--- src/rtl/ivl_timer_pkg.sv ---
package ivl_timer_pkg;
  localparam int PS_W  = 3;
  localparam int SRC_W = 2;
  localparam int NSRC  = 1 << SRC_W;
  localparam int DIV_W = (1 << PS_W) - 1;
  localparam int CTL_W = 3 + PS_W + SRC_W;

  localparam logic [7:0] A_GCTL = 8'h00;
  localparam logic [7:0] A_STAT = 8'h04;
  localparam logic [7:0] A_CTL  = 8'h10;
  localparam logic [7:0] A_IVL  = 8'h14;
  localparam logic [7:0] A_CNT  = 8'h18;

  typedef struct packed {
    logic             oneshot;
    logic [PS_W-1:0]  psel;
    logic [SRC_W-1:0] ssel;
    logic             reload;
    logic             en;
  } ctl_t;
endpackage

--- src/rtl/ivl_timer_regs.sv ---
module ivl_timer_regs
  import ivl_timer_pkg::*;
#(
  parameter int DW = 32
) (
  input  logic          clk,
  input  logic          rst_n,
  input  logic          bus_wr,
  input  logic [7:0]    bus_addr,
  input  logic [DW-1:0] bus_wdata,
  output logic [DW-1:0] bus_rdata,
  input  logic [DW-1:0] cur_count,
  input  logic          expire,
  input  logic          stop_req,
  output logic          cnt_wr,
  output ctl_t          ctl_q,
  output logic          presc_clr,
  output logic [DW-1:0] interval,
  output logic          irq
);
  logic gie_q;
  logic stat_q;
  logic wr_gctl, wr_stat, wr_ctl, wr_ivl;
  logic ack;

  always_comb begin
    wr_gctl = bus_wr && (bus_addr == A_GCTL);
    wr_stat = bus_wr && (bus_addr == A_STAT);
    wr_ctl  = bus_wr && (bus_addr == A_CTL);
    wr_ivl  = bus_wr && (bus_addr == A_IVL);
    cnt_wr  = bus_wr && (bus_addr == A_CNT);
    ack     = wr_stat && bus_wdata[0];
  end

  always_ff @(posedge clk) begin
    if (!rst_n) begin
      gie_q    <= 1'b0;
      stat_q   <= 1'b0;
      ctl_q    <= '0;
      interval <= '0;
    end else begin
      if (wr_gctl) gie_q <= bus_wdata[0];
      if (expire)   stat_q <= 1'b1;
      else if (ack) stat_q <= 1'b0;
      if (wr_ctl) begin
        ctl_q <= ctl_t'(bus_wdata[CTL_W-1:0]);
      end else begin
        ctl_q.reload <= 1'b0;
        if (stop_req) ctl_q.en <= 1'b0;
      end
      if (wr_ivl) interval <= bus_wdata;
    end
  end

  assign presc_clr = wr_ctl || ctl_q.reload;
  assign irq       = stat_q && gie_q;

  always_comb begin
    unique case (bus_addr)
      A_GCTL:  bus_rdata = DW'(gie_q);
      A_STAT:  bus_rdata = DW'(stat_q);
      A_CTL:   bus_rdata = DW'(ctl_q);
      A_IVL:   bus_rdata = interval;
      A_CNT:   bus_rdata = cur_count;
      default: bus_rdata = '0;
    endcase
  end


  stat_set_chk: assert property (@(posedge clk) disable iff (!rst_n)
    expire |=> stat_q);

  stat_hold_chk: assert property (@(posedge clk) disable iff (!rst_n)
    stat_q && !ack |=> stat_q);

  reload_clear_chk: assert property (@(posedge clk) disable iff (!rst_n)
    ctl_q.reload && !wr_ctl |=> !ctl_q.reload);

  oneshot_stop_chk: assert property (@(posedge clk) disable iff (!rst_n)
    stop_req && !wr_ctl |=> !ctl_q.en);
endmodule

--- src/rtl/ivl_timer_presc.sv ---
module ivl_timer_presc
  import ivl_timer_pkg::*;
(
  input  logic             clk,
  input  logic             rst_n,
  input  logic             en,
  input  logic             clr,
  input  logic [SRC_W-1:0] ssel,
  input  logic [PS_W-1:0]  psel,
  input  logic [NSRC-1:0]  src_tick,
  output logic             pulse
);
  logic [DIV_W-1:0] div_q;
  logic [DIV_W-1:0] mask;
  logic             sel_tick;

  always_comb begin
    sel_tick = 1'b0;
    for (int i = 0; i < NSRC; i++) begin
      if (ssel == SRC_W'(i)) sel_tick = src_tick[i];
    end
    mask  = ~({DIV_W{1'b1}} << psel);
    pulse = en && !clr && sel_tick && ((div_q & mask) == mask);
  end

  always_ff @(posedge clk) begin
    if (!rst_n)              div_q <= '0;
    else if (clr)            div_q <= '0;
    else if (en && sel_tick) div_q <= div_q + 1'b1;
  end


  pulse_src_chk: assert property (@(posedge clk) disable iff (!rst_n)
    pulse |-> sel_tick && en);

  div_step_chk: assert property (@(posedge clk) disable iff (!rst_n)
    !clr && !(en && sel_tick) |=> $stable(div_q));
endmodule

--- src/rtl/ivl_timer_cnt.sv ---
module ivl_timer_cnt #(
  parameter int DW = 32
) (
  input  logic          clk,
  input  logic          rst_n,
  input  logic          en,
  input  logic          oneshot,
  input  logic          tick,
  input  logic          reload_go,
  input  logic [DW-1:0] interval,
  input  logic          cnt_wr,
  input  logic [DW-1:0] wdata,
  output logic [DW-1:0] count,
  output logic          expire,
  output logic          stop_req
);
  logic step;

  always_comb begin
    step     = en && tick && !cnt_wr && !reload_go;
    expire   = step && (count <= DW'(1));
    stop_req = expire && oneshot;
  end

  always_ff @(posedge clk) begin
    if (!rst_n)         count <= '0;
    else if (cnt_wr)    count <= wdata;
    else if (reload_go) count <= interval;
    else if (expire)    count <= oneshot ? '0 : interval;
    else if (step)      count <= count - 1'b1;
  end


  reload_copy_chk: assert property (@(posedge clk) disable iff (!rst_n)
    reload_go && !cnt_wr |=> count == $past(interval));

  halt_hold_chk: assert property (@(posedge clk) disable iff (!rst_n)
    !en && !cnt_wr && !reload_go |=> $stable(count));

  oneshot_zero_chk: assert property (@(posedge clk) disable iff (!rst_n)
    stop_req |=> count == '0);

  periodic_refill_chk: assert property (@(posedge clk) disable iff (!rst_n)
    expire && !oneshot |=> count == $past(interval));
endmodule

--- src/rtl/ivl_timer.sv ---
module ivl_timer
  import ivl_timer_pkg::*;
#(
  parameter int DW = 32
) (
  input  logic            clk,
  input  logic            rst_n,
  input  logic            bus_wr,
  input  logic [7:0]      bus_addr,
  input  logic [DW-1:0]   bus_wdata,
  output logic [DW-1:0]   bus_rdata,
  input  logic [NSRC-1:0] src_tick,
  output logic            irq
);
  ctl_t          ctl;
  logic          cnt_wr, presc_clr, pulse, expire, stop_req;
  logic [DW-1:0] interval, count;

  ivl_timer_regs #(.DW(DW)) regs_i (
    .clk(clk), .rst_n(rst_n), .bus_wr(bus_wr), .bus_addr(bus_addr),
    .bus_wdata(bus_wdata), .bus_rdata(bus_rdata), .cur_count(count),
    .expire(expire), .stop_req(stop_req), .cnt_wr(cnt_wr), .ctl_q(ctl),
    .presc_clr(presc_clr), .interval(interval), .irq(irq)
  );

  ivl_timer_presc presc_i (
    .clk(clk), .rst_n(rst_n), .en(ctl.en), .clr(presc_clr),
    .ssel(ctl.ssel), .psel(ctl.psel), .src_tick(src_tick), .pulse(pulse)
  );

  ivl_timer_cnt #(.DW(DW)) cnt_i (
    .clk(clk), .rst_n(rst_n), .en(ctl.en), .oneshot(ctl.oneshot),
    .tick(pulse), .reload_go(ctl.reload), .interval(interval),
    .cnt_wr(cnt_wr), .wdata(bus_wdata), .count(count), .expire(expire),
    .stop_req(stop_req)
  );
endmodule

--- config.mk ---
export PLATFORM = sky130hd
export DESIGN_NAME = ivl_timer
export DESIGN_NICKNAME = d
export VERILOG_FILES = /design/src/rtl/ivl_timer_pkg.sv /design/src/rtl/ivl_timer_regs.sv /design/src/rtl/ivl_timer_presc.sv /design/src/rtl/ivl_timer_cnt.sv /design/src/rtl/ivl_timer.sv
export SDC_FILE = /design/constraint.sdc
export NUM_CORES = 1
export LEC_CHECK = 0
export BUFFER_PORTS_ARGS = -buffer_cell sky130_fd_sc_hd__buf_2
export CELL_PAD_IN_SITES_DETAIL_PLACEMENT = 0
export CELL_PAD_IN_SITES_GLOBAL_PLACEMENT = 1
export CORE_MARGIN = 2
export CORE_UTILIZATION = 40
export DETAILED_ROUTE_END_ITERATION = 12
export HOLD_SLACK_MARGIN = 0.08
export MAX_ROUTING_LAYER = met4
export PLACE_DENSITY_LB_ADDON = 0.1
export SKIP_LAST_GASP = 1
export SYNTH_ARGS = -nofsm -noshare
export SYNTH_HDL_FRONTEND = slang
export SYNTH_HIERARCHICAL = 1
export SYNTH_SLANG_ARGS = --single-unit
--- constraint.sdc ---
create_clock -name clk -period 3.55 [get_ports clk]
set_input_delay 0.71 -clock clk [delete_from_list [all_inputs] [get_ports clk]]
set_output_delay 0.71 -clock clk [all_outputs]
set_load 0.05 [all_outputs]
==> flow_summary.yaml, run 1 <==
worst_setup_path:
  critPathLaunchType: "input pin"
  required_ps: 3770
  crit_type: "in2reg"
  cp-end-kind: "register"
  cp.arrival_ps: 3390
  cp_max_fo: 16
route:
  via_per_inst: 5.97
  ant_nets: 0
  drt_iter0_drc: 414
  drcViolationCount: 0
  wl_per_cell_um: 18.9
  routed_wl_mm: 16.0
  vias: 5055
  dr.pass1.iters: 5
power:
  peakVddDrop_mv: 0.305
  p_leak_nw: 2.48
  p_per_area_mw_per_mm2: 373
final_layout:
  antenna_cells: 0
  synthToLayoutAreaGrowth_pct: 18.2
  nNetsFinal: 724
  layout-drive-gt1-share_pct: 24.6
  num-fill-cells: 1230
sta:
  max_slew_margin_pct: 34.9
  hold_viol_final: 0
  max_freq_ghz: 0.315
  clock_skew_ps: 8.92
  slew_viol_final: 0
  worstMarginPinSlew_ps: 968
  finalCriticalPeriod_ps: 3170
  rsz0062_at_grt: "false"
  holdWs_ps: 471
  setup_viol: 0
  tns_ps: 0
  finalCritPeriodShare_pct: 89.4
yosys:
  syn-instance-count: 605
  syn_nets: 655
  synth_top_area_cell: "dfxtp_1"
  synth_common_cells: "nand2_1, dfxtp_1, a21oi_1"
  async_flop_share_pct: 0
  ys_warn_count: 6
  synth_seq_area_share_pct: 32.3
  syn_area_sq_mm: 0.00502
  syn-mean-instance-area_sq_um: 8.30
  synth.area.top_cells: "dfxtp_1, nand2_1, a22o_1"
  synth_top_flop_cell: "dfxtp_1"
  yosysMostFrequentCell: "nand2_1"
  synth.distinct_cells: 65
  synth_edf_count: 0
  ys_ff_latch: 81
  yosys.area.top_type_share_pct: 32.3
floorplanning:
  start_util_pct: 41.5
  dieHeight_um: 116
  num_io_pins: 80
  coreArea_sq_mm: 0.0121
  core.rowCount: 40
  dieWidth_um: 116
  dieArea_sq_mm: 0.0135
global_route:
  overflow: 0
  grt_pass1_wl_mm: 26.2
  grt_pass1_vias: 4842
  antenna_found_initial: 0
  grt.total_usage_pct: 25.5
  grt_max_degree: 85
clock_tree:
  cts-root-buf: "clkbuf_16"
  ctsResizeCount: 0
  tritoncts: "built"
  hold_buffers: 0
  cts_buffers: 9
  clk_latency_ps: 350
  cts.sinks: 81
  cts_max_path_buffers: 2
  post_cts_buffers: 0
  htree_num_levels: 3
  path_clk_slew_ps: 60
placement:
  port_buffers: 79
  finalWeightedCongestion: 0.853
  dpl.hpwl_mm: 10.8
worst_hold_path:
  hold_class: "reg2reg"
run_status:
  status: "finished clean"
flow_run:
  maxCapViolCount: 0
## metal layers
layer	vias to the layer above	track usage, %	wire length [um]
met4	0	7.70	217
met1	2482	36.0	7760
met2	143	38.3	7300
li1	2417	-	-
met3	13	3.09	710
met5	-	-	0
## layout by cell type, fill, tap and decap left out, types with 5 or more instances in the layout
cell type | synthesis | layout
nand4_1 | 10 | 10
inv_1 | 13 | 13
o22ai_1 | 5 | 5
xor2_1 | 13 | 13
nand2_1 | 96 | 96
nand3_1 | 19 | 19
or3_1 | 7 | 7
xnor2_1 | 9 | 9
a21boi_2 | 20 | 20
a222oi_1 | 9 | 9
a21oi_1 | 38 | 38
a21boi_1 | 10 | 10
and2_1 | 8 | 9
buf_4 | 7 | 26
nor2_1 | 21 | 21
nor3_1 | 17 | 17
a221oi_1 | 17 | 17
clkbuf_16 | 0 | 9
dfxtp_1 | 81 | 81
buf_2 | 10 | 79
and3_1 | 5 | 5
nor4_1 | 9 | 9
a22oi_1 | 11 | 11
a22o_1 | 28 | 28
o221ai_1 | 12 | 12
o21ai_0 | 32 | 32
## cell families after synthesis
group,after synthesis,synth area share [%]
mux,2,0.648
flops,81,32.3
compound gates,204,30.7
xor+xnor,22,3.84
fa+ha+maj,3,0.748
simple gates,231,25.2
buf+inv,62,6.60
## area by class of cell
class / count / area [sq um] / share of cell area (%)
Clock buffer: 9 / 225 / 3.79
Inverter: 13 / 48.8 / 0.822
Timing Repair Buffer: 107 / 631 / 10.6
Multi-Input combinational cell: 462 / 3080 / 51.9
Tap cell: 168 / 210 / 3.54
Sequential cell: 81 / 1620 / 27.3
Clock inverter: 7 / 119 / 2.00
## state kept, by name, indices dropped and copies added, names as in the netlist
register         count
cnt_i/count         32
regs_i/interval     32
regs_i/ctl_q         8
presc_i/div_q        7
regs_i/gie_q         1
regs_i/stat_q        1
## stage by stage
stage                     total power, mW  utilization (%)  setup WS, ps  instances  cell area (sq um)
after global routing                 2.29             49.0           106        847               5940
after global placement               1.14             46.2          85.7        831               5590
after detailed placement             1.15             46.2          36.3        831               5590
after floorplan                      1.07                -           401        605               5020
final                                2.21             49.0           377        847               5940
after CTS                            2.23             49.0           395        847               5940
## path summary, 6_finish.rpt
| kind | from | end | slack (ps) | cells past startpoint |
|---|---|---|---|---|
| worst max-delay path | bus_addr[4] | cnt_i/count[9] | 380 | 12 |
| worst min register to register | regs_i/interval[8] | cnt_i/count[8] | 470 | 2 |
| worst min-delay path | regs_i/interval[8] | cnt_i/count[8] | 470 | 2 |
| worst max register to register | regs_i/ctl_q[2] | cnt_i/count[26] | 540 | 10 |
## power by group
part / leakage (nW) / switching [mW] / internal (mW)
clock network: 0.162 / 0.398 / 0.687
logic: 1.67 / 0.113 / 0.0954
registers: 0.652 / 0.00679 / 0.912
total: 2.48 / 0.518 / 1.70
## critical path, cell delays in order
cell       delay (ps)
buf_2             110
nor4b_4           120
and3_1            170
or2_2             290
a2111oi_0         300
and2_1            300
o211ai_1          190
nor4_1            200
and4_1            350
nor2_2            200
a221oi_1          330
o22ai_1           120
Power figures use the tool's default switching activity.
==> run 2, diff against run 1 <==
- CELL_PAD_IN_SITES_DETAIL_PLACEMENT: 0 -> 2
- CELL_PAD_IN_SITES_GLOBAL_PLACEMENT: 1 -> 2
- CORE_UTILIZATION: 40 -> 34
- CTS_BUF_LIST: unset -> sky130_fd_sc_hd__clkbuf_8 sky130_fd_sc_hd__clkbuf_16
- SETUP_SLACK_MARGIN: unset -> 0.15
==> flow_summary.yaml, run 2 (synthesis gave the netlist of run 1 again) <==
run_status:
  status: "finished clean"
sta:
  hold_viol_final: 0
  slew_viol_final: 0
  finalCritPeriodShare_pct: 89.5
  timing.final.ws_setup_ps: 373
  max_slew_margin_pct: 42.5
  max_freq_ghz: 0.315
  rsz0062_at_grt: "false"
  holdWs_ps: 476
  worstMarginPinSlew_ps: 859
  setup_viol: 0
  clock_skew_ps: 5.36
  finalCriticalPeriod_ps: 3180
  tns_ps: 0
global_route:
  overflow: 0
  grt_max_degree: 85
  grt_pass1_wl_mm: 31.1
  grt_pass1_vias: 5683
  grt.total_usage_pct: 25.3
  antenna_found_initial: 0
final_layout:
  layout_common_cells: "nand2_1, dfxtp_1, buf_2"
  final_common_cell: "nand2_1"
  largest_registers: "cnt_i/count x32, regs_i/interval x32, regs_i/ctl_q x8"
  antenna_cells: 0
  postLayoutCellArea_sq_mm: 0.00592
  nNetsFinal: 724
  layout-drive-gt1-share_pct: 24.7
  synthToLayoutAreaGrowth_pct: 17.8
worst_setup_path:
  r2r_slack_ps: 420
  slowest_delay_ps: 380
  crit-reg2reg-launch: "regs_i/ctl_q[2]"
  timing.critical_path.cells: "buf_2, nor4b_4, and3_1, or2_2, a2111oi_1, and2_1, o211ai_1, nor4_1, and4_2, nor3_4, a222oi_1, o22ai_1"
  critPathLaunchType: "input pin"
  crit_start: "bus_addr[4]"
  crit_type: "in2reg"
  path_buf_inv: 1
  cp.arrival_ps: 3390
  reg2reg_depth: 10
  path_delay_family: "simple AND/OR/NAND/NOR gates"
  cp-end-kind: "register"
  r2r_end: "cnt_i/count[23]"
  crit_slowest_cell: "a222oi_1"
  required_ps: 3770
  cp.depth: 12
  critPathCapture: "cnt_i/count[23]"
  cp_max_fo: 19
power:
  p_leak_nw: 2.47
  comb_power_share_pct: 10.3
  internal_power_mw: 1.57
  seqPwrFrac_pct: 43.9
  p_clk_share_pct: 45.7
  peakVddDrop_mv: 0.203
  netSwitchingPower_mw: 0.527
  switching_share_pct: 25.2
  p_per_area_mw_per_mm2: 354
  total_power_mw: 2.09
floorplanning:
  dieWidth_um: 126
  core.rowCount: 44
  coreArea_sq_mm: 0.0145
  start_util_pct: 34.7
  dieHeight_um: 126
  num_io_pins: 80
  dieArea_sq_mm: 0.0158
clock_tree:
  path_clk_slew_ps: 60
  cts-root-buf: "clkbuf_16"
  hold_buffers: 0
  htree_num_levels: 3
  clk_latency_ps: 350
  cts_max_path_buffers: 2
  cts.sinks: 81
  tritoncts: "built"
  ctsResizeCount: 0
  cts_buffers: 9
  post_cts_buffers: 0
placement:
  port_buffers: 79
  dpl.hpwl_mm: 13.1
  preCtsSetupSlack_ps: -64.5
  finalWeightedCongestion: 0.834
  dpl_cell_area_sq_mm: 0.00561
route:
  via_per_inst: 5.95
  dr.pass1.iters: 5
  drcViolationCount: 0
  vias: 5133
  drt_iter0_drc: 308
  ant_nets: 0
  wl_per_cell_um: 21.9
  routed_wl_mm: 18.9
worst_hold_path:
  hold_class: "reg2reg"
  hp-start: "regs_i/interval[9]"
flow_run:
  maxCapViolCount: 0
[run 2: changes by cell type in the layout (fill, tap and decap cells not counted)]
| cell | previous run | this run |
|---|---|---|
| clkinv_4 | 1 | 0 |
| and4_1 | 1 | 0 |
| bufinv_16 | 3 | 1 |
| a2111oi_0 | 1 | 0 |
| clkinvlp_4 | 2 | 1 |
| nor2_2 | 1 | 0 |
| a2111oi_1 | 0 | 1 |
| clkbuf_8 | 0 | 1 |
| clkinv_2 | 1 | 4 |
| and4_2 | 0 | 1 |
| nor2_4 | 0 | 1 |
[run 2: how the worst min path moves through the flow]
stage / endpoint / slack [ps] / cells after the start
floorplan: cnt_i/count[10] / 440 / 2
global placement: regs_i/interval[15] / 460 / 2
detailed placement: regs_i/interval[11] / 470 / 2
CTS: regs_i/interval[9] / 480 / 2
global route: regs_i/interval[9] / 490 / 2
finish: regs_i/interval[9] / 480 / 2
[run 2: stage by stage]
step	cells	utilization [%]
after floorplan	605	-
after global placement	847	38.8
after detailed placement	847	38.8
after CTS	863	40.8
after global routing	863	40.9
final	863	40.9
[run 2: metal layers]
| metal | GRT usage [%] | wire [um] | part of all wire [%] | vias to the layer above |
|---|---|---|---|---|
| met5 | - | 0 | 0 | - |
| met4 | 7.78 | 303 | 1.6 | 0 |
| met2 | 44.7 | 9830 | 52 | 100 |
| met1 | 30.1 | 8100 | 43 | 2606 |
| met3 | 2.87 | 673 | 3.6 | 21 |
| li1 | - | - | - | 2406 |
[run 2: power groups by stage]
stage | Clock (mW) | Sequential, mW | Combinational [mW]
CTS | 0.975 | 0.919 | 0.217
floorplan | 0 | 0.938 | 0.137
finish | 0.957 | 0.920 | 0.216
detailed placement | 0 | 0.940 | 0.215
global route | 1.02 | 0.920 | 0.238
global placement | 0 | 0.940 | 0.209
[run 2: final cells by class]
cell class | instances | area [sq um]
inverter | 13 | 48.8
tap | 184 | 230
fill | 1676 | 8560
multi-input combinational | 462 | 3090
clock buffer | 10 | 239
clock inverter | 6 | 57.6
timing repair buffer | 107 | 631
sequential | 81 | 1620
[run 2: tightest hold or removal path: cells and delay by family (launching register included)]
family	cells	cell delay [ps]
AO/OA/AOI/OAI	1	50
flip-flops	1	320
AND/OR/NAND/NOR	1	60
==> run 3, diff against run 2 <==
- BUFFER_PORTS_ARGS: -buffer_cell sky130_fd_sc_hd__buf_2 -> -buffer_cell sky130_fd_sc_hd__buf_4
- clock period: 3.55 -> 3.5 ns (I/O delays scaled with it)
==> flow_summary.yaml, run 3 (synthesis gave the netlist of run 1 again) <==
global_route:
  grt.total_usage_pct: 25.5
  grt_max_degree: 51
  antenna_found_initial: 0
  grt_pass1_vias: 5712
  overflow: 0
  grt_pass1_wl_mm: 31.5
final_layout:
  antenna_cells: 0
  num-fill-cells: 1636
  ff_latch_area_sq_mm: 0.00162
  layout-drive-gt1-share_pct: 25.2
  largest_registers: "cnt_i/count x32, regs_i/interval x32, regs_i/ctl_q x8"
  postLayoutCellArea_sq_mm: 0.00611
  final_util_pct: 42.2
  synthToLayoutAreaGrowth_pct: 21.6
  layout_common_cells: "buf_4, nand2_1, dfxtp_1"
  final_common_cell: "buf_4"
  nNetsFinal: 728
  multi_input_area_sq_mm: 0.00309
worst_setup_path:
  required_ps: 3710
  crit_type: "in2reg"
  cp_max_fo: 10
  critPathLaunchType: "input pin"
  cp.arrival_ps: 3360
  r2r_slack_ps: 470
  cp-end-kind: "register"
sta:
  finalCritPeriodShare_pct: 90.0
  finalCriticalPeriod_ps: 3150
  max_slew_margin_pct: 50.0
  worstMarginPinSlew_ps: 744
  timing.final.ws_setup_ps: 350
  slew_viol_final: 0
  tns_ps: 0
  holdWs_ps: 474
  rsz0062_at_grt: "false"
  clock_skew_ps: 7.09
  hold_viol_final: 0
  max_freq_ghz: 0.318
  setup_viol: 0
clock_tree:
  cts-root-buf: "clkbuf_16"
  clk_latency_ps: 340
  cts_buffers: 9
  path_clk_slew_ps: 60
  htree_num_levels: 3
  cts.sinks: 81
  hold_buffers: 0
  cts_max_path_buffers: 2
  tritoncts: "built"
route:
  dr.pass1.iters: 5
  wl_per_cell_um: 22.2
  ant_nets: 0
  drcViolationCount: 0
  vias: 5217
  routed_wl_mm: 19.2
  drt_iter0_drc: 317
  via_per_inst: 6.02
run_status:
  status: "finished clean"
floorplanning:
  start_util_pct: 34.7
  dieWidth_um: 126
  core.rowCount: 44
  dieHeight_um: 126
  dieArea_sq_mm: 0.0158
  coreArea_sq_mm: 0.0145
  num_io_pins: 80
placement:
  dpl.hpwl_mm: 13.6
  preCtsSetupSlack_ps: -94.7
  finalWeightedCongestion: 0.867
  port_buffers: 79
  dpl_cell_area_sq_mm: 0.00583
flow_run:
  maxCapViolCount: 0
power:
  p_per_area_mw_per_mm2: 337
  peakVddDrop_mv: 0.205
  p_leak_nw: 2.51
worst_hold_path:
  hold_class: "reg2reg"
run 3: worst paths after layout:
path / from / endpoint / cells after the start
min: regs_i/interval[15] / regs_i/interval[15] / 2
max reg2reg: regs_i/ctl_q[2] / cnt_i/count[24] / 11
max: bus_addr[4] / cnt_i/count[23] / 12
min reg2reg: regs_i/interval[15] / regs_i/interval[15] / 2
run 3: final cells by class:
cell class | count | share of cell area [%]
clock buffer | 10 | 3.91
tap | 184 | 3.77
sequential | 81 | 26.6
clock inverter | 6 | 0.553
timing repair buffer | 111 | 13.9
inverter | 13 | 0.799
multi-input combinational | 462 | 50.6
run 3: report_power, final:
part,internal (mW),switching (mW)
Clock,0.495,0.397
Sequential,0.926,0.00798
Combinational,0.111,0.123
run 3: timing repair:
item                                    CTS  global route
buffers inserted                          0             0
endpoints found under the setup margin    0            12
endpoints found under the hold margin     0             0
gates resized for setup                   0             2
run 3: worst max-delay path, stage by stage:
cell and delay, ps:
buf_4 110, nor4b_4 120, and3_1 190, or2_2 290, a2111oi_0 300, and2_1 250
o211ai_1 170, nor4_1 200, and4_2 370, nor3_4 120, a222oi_1 400, o22ai_1 150
run 3: through the flow:
stage          instances  total power, mW
6_report             867             2.06
5_1_grt              867             2.14
4_1_cts              867             2.09
3_5_place_dp         851             1.19
3_3_place_gp         851             1.18
2_1_floorplan        605             1.09
run 3: per-layer routing:
layer | wire length [um] | track usage, % | up-vias
met5 | 0 | - | -
met4 | 229 | 6.34 | 0
met3 | 611 | 4.02 | 24
met2 | 10100 | 45.4 | 107
met1 | 8310 | 30.1 | 2667
li1 | - | - | 2419
